`src/rtl/divprep_pkg.sv`:
```
package divprep_pkg;

    typedef enum logic [1:0] {
        PREP_SWORD = 2'd0,
        PREP_UWORD = 2'd1,
        PREP_UBYTE = 2'd2,
        PREP_UHALF = 2'd3
    } prep_op_e;

endpackage

```
`src/rtl/divprep_shift.sv`:
```
module divprep_shift
    import divprep_pkg::*;
#(
    parameter int W = 32
) (
    input  prep_op_e       op,
    input  logic [W-1:0]   dividend,
    output logic [W-1:0]   lo,
    output logic [W-1:0]   hi
);
    localparam int BYTE_SH = W / 4;
    localparam int HALF_SH = W / 2;

    always_comb begin
        unique case (op)
            PREP_SWORD: begin
                lo = dividend;
                hi = {W{dividend[W-1]}};
            end
            PREP_UWORD: begin
                lo = dividend;
                hi = '0;
            end
            PREP_UBYTE: begin
                lo = dividend << (W - BYTE_SH);
                hi = dividend >> BYTE_SH;
            end
            default: begin
                lo = dividend << HALF_SH;
                hi = dividend >> HALF_SH;
            end
        endcase
    end
endmodule

```
`src/rtl/divprep_ovf.sv`:
```
module divprep_ovf
    import divprep_pkg::*;
#(
    parameter int W = 32
) (
    input  prep_op_e       op,
    input  logic           rev_new,
    input  logic [W-1:0]   dividend,
    input  logic [W-1:0]   divisor,
    input  logic [W-1:0]   hi_prev,
    output logic           ovf
);
    localparam logic [W-1:0] MIN_NEG = {1'b1, {(W-1){1'b0}}};

    logic           div_zero;
    logic           min_by_neg1;
    logic [W-1:0]   mag_prev;
    logic [W-1:0]   mag_div;

    always_comb begin
        div_zero    = (divisor == '0);
        min_by_neg1 = (divisor == '1) && (dividend == MIN_NEG);
        mag_prev    = hi_prev[W-1] ? (~hi_prev + 1'b1) : hi_prev;
        mag_div     = divisor[W-1] ? (~divisor + 1'b1) : divisor;
        unique case (op)
            PREP_SWORD: ovf = div_zero || min_by_neg1;
            PREP_UWORD: ovf = div_zero;
            default:    ovf = rev_new ? div_zero : (mag_prev >= mag_div);
        endcase
    end
endmodule

```
`src/rtl/divprep_unit.sv`:
```
module divprep_unit
    import divprep_pkg::*;
#(
    parameter int W = 32
) (
    input  logic           clk,
    input  logic           rst,
    input  logic           valid_i,
    input  logic [1:0]     op_i,
    input  logic           rev_new_i,
    input  logic [W-1:0]   dividend_i,
    input  logic [W-1:0]   divisor_i,
    input  logic [W-1:0]   hi_prev_i,
    output logic [W-1:0]   lo_o,
    output logic [W-1:0]   hi_o,
    output logic [W-1:0]   v_o,
    output logic [W-1:0]   sv_o,
    output logic [W-1:0]   av_o
);
    typedef struct packed {
        logic [W-1:0] lo;
        logic [W-1:0] hi;
        logic         v;
        logic         sv;
    } prep_state_t;

    prep_op_e      op_sel;
    logic [W-1:0]  lo_calc;
    logic [W-1:0]  hi_calc;
    logic          ovf_calc;
    prep_state_t   st_d;
    prep_state_t   st_q;

    assign op_sel = prep_op_e'(op_i);

    divprep_shift #(.W(W)) u_shift (
        .op       (op_sel),
        .dividend (dividend_i),
        .lo       (lo_calc),
        .hi       (hi_calc)
    );

    divprep_ovf #(.W(W)) u_ovf (
        .op       (op_sel),
        .rev_new  (rev_new_i),
        .dividend (dividend_i),
        .divisor  (divisor_i),
        .hi_prev  (hi_prev_i),
        .ovf      (ovf_calc)
    );

    always_comb begin
        st_d = st_q;
        if (valid_i) begin
            st_d.lo = lo_calc;
            st_d.hi = hi_calc;
            st_d.v  = ovf_calc;
            st_d.sv = st_q.sv | ovf_calc;
        end
    end

    always_ff @(posedge clk) begin
        if (rst) st_q <= '0;
        else     st_q <= st_d;
    end

    assign lo_o = st_q.lo;
    assign hi_o = st_q.hi;
    assign v_o  = {st_q.v,  {(W-1){1'b0}}};
    assign sv_o = {st_q.sv, {(W-1){1'b0}}};
    assign av_o = '0;
endmodule

```
`config.mk`:
```
export PLATFORM = sky130hd
export DESIGN_NAME = divprep_unit
export DESIGN_NICKNAME = d
export VERILOG_FILES = /design/src/rtl/divprep_pkg.sv /design/src/rtl/divprep_shift.sv /design/src/rtl/divprep_ovf.sv /design/src/rtl/divprep_unit.sv
export SDC_FILE = /design/constraint.sdc
export NUM_CORES = 1
export LEC_CHECK = 0
export ABC_AREA = 1
export CAP_MARGIN = 10
export CORE_MARGIN = 2
export CORE_UTILIZATION = 60
export CTS_CLUSTER_DIAMETER = 100
export DETAILED_ROUTE_END_ITERATION = 7
export DONT_BUFFER_PORTS = 1
export PLACE_DENSITY_LB_ADDON = 0.2
export SLEW_MARGIN = 10
export SYNTH_ARGS = -nofsm -noshare
export SYNTH_HDL_FRONTEND = slang
export SYNTH_SLANG_ARGS = --single-unit
```
`constraint.sdc`:
```
create_clock -name clk -period 2.95 [get_ports clk]
set_input_delay 0.295 -clock clk [delete_from_list [all_inputs] [get_ports clk]]
set_output_delay 0.295 -clock clk [all_outputs]
set_load 0.005 [all_outputs]
```
==> metrics, run 1 <==
outcome=completed; number of synthesized register bits=59; Hold Path Stages=1; min-delay worst type=input port to register; Crit-path slowest cell=ha_1; Skew-Pair Late Insertion Delay=0.34 ns; die area=0.01044 mm2; clock period minus final worst setup slack=2.524 ns; max-cap viol count=0; Warnings, synthesis=0; R2R setup slack=about 2 ns; top cell type's share of synthesized area=0.2043; Post-CTS Setup Inserts=0; highest clock rate=396.2 MHz; Simple-Gate Fraction of Synth Area=0.2774; register share of total power=0.384; routed via count=around 5,500; largest net degree at the start of global routing=44; nets@finish=1,014; worst-margin pin slew=1.015 ns; share of layout cells above drive strength 1=0.04649; Final ANT Viol Nets=0; Max Transition Viols Final=0; combined area of the multi-input logic cells=approximately 0.0037 mm2; CTS tree=yes; RR Endpoint=hi_o[30]; Unique masters post-synth=39; Initial Util=0.6228; DP Area=0.005445 mm2; Worst-path clk slew=0.07 ns; Hold Slack=0.01566 ns; fill count=963; DR pass1 iterations=6; Critical Path RT=3.22 ns; std cell rows=35; setup TNS=0 ns; RSZ-0062 raised after global routing=false; vias per inst=5.433; Crit path arrival time=2.80 ns; Hold Fails Final Rpt=0; Worst Hold Endpoint=lo_o[1]; Syn Area/Cell=6.431 um2; Ports=262; largest family of logic cells by synthesized area=simple AND/OR/NAND/NOR gates; WL final=around 16,000 um; Remaining DRCs=0; core footprint=about 0.0093 mm2; Worst R2R Path Depth=2; GRT overflow=0; Critical Path Start=hi_prev_i[0]; Comb pwr share=0.223; PortBufs=0; Hold Path Origin=rst; Most Frequent Cell on Critical Path=nand2_1; vias in the first global route=around 4,900; delay-heaviest family, CP=simple AND/OR/NAND/NOR gates; CP Buf/Inv Count=3; Die W=approximately 100 um; Final Non-Filler Cells=1,011; most frequent cell after synthesis=nand2_1; kind of critical path=input port to register; Pint=about 1.6 mW; initial antenna violation count=0; post-synth top area cell=dfxtp_1; clock skew=0 ns; global-route wire length before repair=24,240 um; CTS sink count=about 60; Psw=about 0.69 mW; Post-Synth XOR/XNOR Area=0.08483; Synth Instances=899; Die Y=roughly 100 um; DP Wirelength=12,620 um; Critical R2R Launch=hi_o[30]; P per Cell Area=406.2 mW/mm2; Mapped Area=0.005782 mm2; CTS Buf Count=9; fin crit share=0.8556; Post-Layout Inst Area=0.005697 mm2; Area growth, synth to finish=-1.472%; All-Layer GR Usage=0.2979; sequential area share after synthesis=0.2043; register area=0.001181 mm2; Post-synth EDFFs=0; critical path peak fanout=3; ant diodes=0; top cells by area, synth=dfxtp_1 (20%), nand2_1 (14%), buf_4 (13%); H-Tree Level Count=3; peak supply drop=0.0003892 V; Critical Path Max Stage Delay=0.28 ns; Worst setup SP type=input port; WL/cell=15.64 um; Synth top cells by count=nand2_1 (219), buf_4 (101), inv_1 (91); Final Setup Violations=0; clock power share=0.392; worst-path cell chain=inv_1 > ha_1 > inv_1 > nor3_2 > inv_1 > nor2_2 > nand2_1 > nor2_2 > nand2_1 > o31ai_4 > nand2_1 > nand2_1 > nand2_1 > ha_1 > nand2_1 > nor2_1 > nand2_1 > nor2_1 > nand2_1 > nand2_1 > nand2_1 > nand2_1 > nand2_1 > a21oi_1; post-placement cell count=994; clock root buffer=clkbuf_8; relative slew slack=0.3229; CTS max path bufs=2; initial DRC count=309; Switching Share=0.2973; Lkg Pwr=2.725 nW; async set-reset flop share out of synthesis=0; Placer Congestion=0.9454; mux contribution to synthesized area=0; Post-synth top flop=dfxtp_1; post-synthesis compound-gate area fraction=0.1437; Worst setup EP type=register; Synth Area in Adders=0.07574
[logic make-up after synthesis]
logic type	Yosys count
other cells	1
compound gates	142
simple gates	380
flops	59
fa+ha+maj	35
xor+xnor	56
buf+inv	226
[placed cells by master (no fill, tap or decap), drive strengths merged, types with 11 or more instances in the layout]
cell,instances
nand2,221
conb,94
inv,93
nor2,93
dfxtp,59
o21ai,49
xor2,45
a21oi,44
ha,35
nand3,33
a31oi,28
nor3,15
nand4,12
xnor2,11
clkbuf,11
[layout make-up]
class                           instances  area share
Clock buffer                           11     0.02482
Inverter                               95     0.06260
Timing Repair Buffer                    5    0.007028
Sequential cell                        59      0.2073
Multi-Input combinational cell        707      0.6523
Tap cell                              129     0.02833
Clock inverter                          5     0.01757
[registers in the layout, indices dropped and copies added (netlist names)]
register  cells
v_o           1
lo_o         32
sv_o          1
hi_o         25
[power groups by stage]
stage               Clock [mW]  Combinational (mW)  Sequential [mW]
detailed placement           0               0.510            0.908
finish                   0.908               0.517            0.890
CTS                      0.912               0.515            0.891
global placement             0               0.490            0.907
floorplan                    0               0.541            0.888
global route             0.946               0.610            0.896
[layer usage]
metal | GRT usage | part of all wire | routed length [um]
met5 | 0 | 0 | 0
met4 | 0.09231 | 0.025 | 393
met3 | 0.1094 | 0.12 | 1940
met2 | 0.4620 | 0.45 | 7056
met1 | 0.3874 | 0.41 | 6421
[worst max-delay path by stage]
| stage | endpoint | slack [ns] | cells after the start |
|---|---|---|---|
| 3_3_place_gp | sv_o[31] | 0.22 | 24 |
| 3_5_place_dp | sv_o[31] | 0.06 | 24 |
| 6_report | sv_o[31] | 0.43 | 24 |
| 5_1_grt | sv_o[31] | 0.05 | 24 |
| 4_1_cts | sv_o[31] | 0.42 | 24 |
| 2_1_floorplan | sv_o[31] | 0.44 | 24 |
[stage by stage]
step                        util  worst slack [ns]  total power [mW]
final                     0.6136            0.4259             2.314
after global routing      0.6136           0.05328             2.452
after CTS                 0.6136            0.4194             2.317
after detailed placement  0.5865           0.06231             1.418
after global placement    0.5865            0.2244             1.398
after floorplan                -            0.4403             1.429
[repair_timing]
item / 4_1_cts / 5_1_grt
gates resized for setup: 0 / 0
setup endpoints to repair: 0 / 0
hold buffers: 1 / 0
hold endpoints to repair: 5 / 0
(Power assumes the default switching activity.)
==> run 2, diff against run 1 <==
--- a/config.mk
+++ b/config.mk
@@ -13,6 +13,7 @@
 export DETAILED_ROUTE_END_ITERATION = 7
 export DONT_BUFFER_PORTS = 1
 export PLACE_DENSITY_LB_ADDON = 0.2
+export SKIP_LAST_GASP = 1
 export SLEW_MARGIN = 10
 export SYNTH_ARGS = -nofsm -noshare
 export SYNTH_HDL_FRONTEND = slang
==> constraint.sdc (replaced) <==
create_clock -name clk -period 2.9 [get_ports clk]
set_input_delay 0.29 -clock clk [delete_from_list [all_inputs] [get_ports clk]]
set_output_delay 0.29 -clock clk [all_outputs]
set_load 0.005 [all_outputs]
==> run 2 against run 1 <==
Combinational power is 3% higher; global-route usage is 0.13 points higher; largest power group unchanged; worst setup slack worse by 0.047 ns; die area stayed put; flip-flop and latch count stayed put; register-to-register slack worse by 0.04 ns; first-iteration DRC count is 15% higher; highest routed layer unchanged.
==> metrics, run 2 (synthesis results as in run 1) <==
Comb pwr share=0.219 (-0.004); Pint=1.722 mW (+5.9%); R2R setup slack=1.96 ns (-0.04 ns); Remaining DRCs=0 (unchanged); Finished Core Util=0.6171 (+0.003504); Ports=262 (unchanged); Skew-Pair Late Insertion Delay=0.34 ns (about the same); worst slack, placed=0.08272 ns (+0.02040 ns); Die W=102.2 um (unchanged); relative slew slack=0.4062 (+0.08335); CTS sink count=59 (unchanged); CTS max path bufs=2 (unchanged); routed via count=5,557 (+1.2%); Hold Fails Final Rpt=0 (unchanged); worst-margin pin slew=0.8897 ns (-0.1249 ns); vias in the first global route=4,906 (+0.72%); critical path peak fanout=3 (unchanged); vias per inst=5.486 (+0.97%); global-route wire length before repair=24,550 um (+1.3%); Hold Path Stages=1 (unchanged); CTS Buf Count=9 (unchanged); fill count=948 (-1.6%); peak supply drop=0.0003948 V (+1.4%); Worst setup EP type=register; Crit path arrival time=2.79 ns (about the same); max-cap viol count=0 (unchanged); post-placement cell count=995 (+0.10%); Tot Pwr=2.420 mW (+4.6%); initial DRC count=354 (+15%); nets@finish=1,016 (+0.20%); largest net degree at the start of global routing=44 (unchanged); Lkg Pwr=2.738 nW (+0.50%); clock skew=0 ns (unchanged); WL final=16,000 um (+1.2%); register share of total power=0.375 (-0.009); Post-CTS Setup Inserts=0 (unchanged); Initial Util=0.6228 (unchanged); Final Non-Filler Cells=1,013 (+0.20%); clock period minus final worst setup slack=2.521 ns; RSZ-0062 raised after global routing=false; WL/cell=15.80 um (+1.0%); DP Wirelength=12,760 um (+1.1%); PortBufs=0 (unchanged); Worst R2R Path Depth=2 (unchanged); Final Setup Violations=0 (unchanged); GRT overflow=0 (unchanged); Worst setup SP type=input port; All-Layer GR Usage=0.2992 (+0.001327); max reg flops=32 (unchanged); P per Cell Area=422.5 mW/mm2 (+4.0%); outcome=completed; Die Y=102.2 um (unchanged); CTS tree=yes; ant diodes=0 (unchanged); DR pass1 iterations=7 (+1); core footprint=0.009284 mm2 (unchanged); share of layout cells above drive strength 1=0.04638 (-0.0001052); Placer Congestion=0.9498 (+0.47%); kind of critical path=input port to register; Max Transition Viols Final=0 (unchanged); Area growth, synth to finish=-0.9090%; Worst-path clk slew=0.06 ns (about the same); min-delay worst type=input port to register; final worst slack=0.3786 ns (-0.04733 ns); clock power share=0.406 (+0.014); Critical Path RT=3.17 ns (-0.05 ns); fin crit share=0.8695; highest clock rate=396.6 MHz; std cell rows=35 (unchanged); most frequent cells in the layout=nand2_1 (219), conb_1 (94), inv_1 (91); setup TNS=0 ns (unchanged); Psw=0.6987 mW (+1.5%); most common cell after layout, fill and taps aside=nand2_1; initial antenna violation count=0 (unchanged); H-Tree Level Count=3 (unchanged); clock root buffer=clkbuf_8; die area=0.01044 mm2 (unchanged); Switching Share=0.2887 (-0.008654); Final ANT Viol Nets=0 (unchanged)
## run 2: final cells by class
| type | instances | area [um2] | area share |
|---|---|---|---|
| repair buffers | 7 | 57.56 | 0.01005 |
| flip-flops and latches | 59 | 1181 | 0.2062 |
| well taps | 129 | 161.4 | 0.02817 |
| inverters | 95 | 356.6 | 0.06224 |
| clock buffers | 11 | 131.4 | 0.02293 |
| multi-input cells | 707 | 3716 | 0.6486 |
| clock inverters | 5 | 125.1 | 0.02184 |
## run 2: worst paths after layout
check,startpoint,endpoint
worst max-delay path,hi_prev_i[0],v_o[31]
worst min-delay path,rst,lo_o[3]
worst max register to register,hi_o[30],hi_o[30]
worst min register to register,lo_o[11],lo_o[11]
## run 2: power groups by stage
| stage | registers (mW) | logic (mW) | clock network, mW |
|---|---|---|---|
| after floorplan | 0.903 | 0.550 | 0 |
| after global placement | 0.923 | 0.499 | 0 |
| after detailed placement | 0.924 | 0.520 | 0 |
| after CTS | 0.907 | 0.524 | 0.983 |
| after global routing | 0.913 | 0.625 | 1.02 |
| final | 0.907 | 0.530 | 0.983 |
## run 2: what timing repair did
| item | 4_1_cts | 5_1_grt |
|---|---|---|
| hold buffers | 0 | 2 |
| hold endpoints to repair | 0 | 5 |
| resized for setup | 0 | 0 |
## run 2: routing by layer
layer / routed length, um / share of wire / track usage
met5: 0 / 0 / 0
met4: 471 / 0.029 / 0.08718
met3: 2199 / 0.14 / 0.1005
met2: 7143 / 0.45 / 0.4732
met1: 6190 / 0.39 / 0.3896
## run 2: critical path: stages
cell	delay, ns
inv_1	0.06
ha_1	0.17
inv_1	0.08
nor3_2	0.16
inv_1	0.07
nor2_2	0.09
nand2_1	0.11
nor2_2	0.11
nand2_1	0.12
o31ai_4	0.26
nand2_1	0.08
nand2_1	0.06
nand2_1	0.05
ha_1	0.28
nand2_1	0.06
nor2_1	0.14
nand2_1	0.09
nor2_1	0.11
nand2_1	0.06
nand2_1	0.06
nand2_1	0.05
nand2_1	0.06
nand2_1	0.06
a21oi_1	0.13
## run 2: per-stage QoR
stage	hold slack [ns]	area, um2
global route	0.001095	5729
finish	0.01016	5729
floorplan	0.4325	6131
detailed placement	0.3652	5453
CTS	0.003680	5709
global placement	0.3628	5453
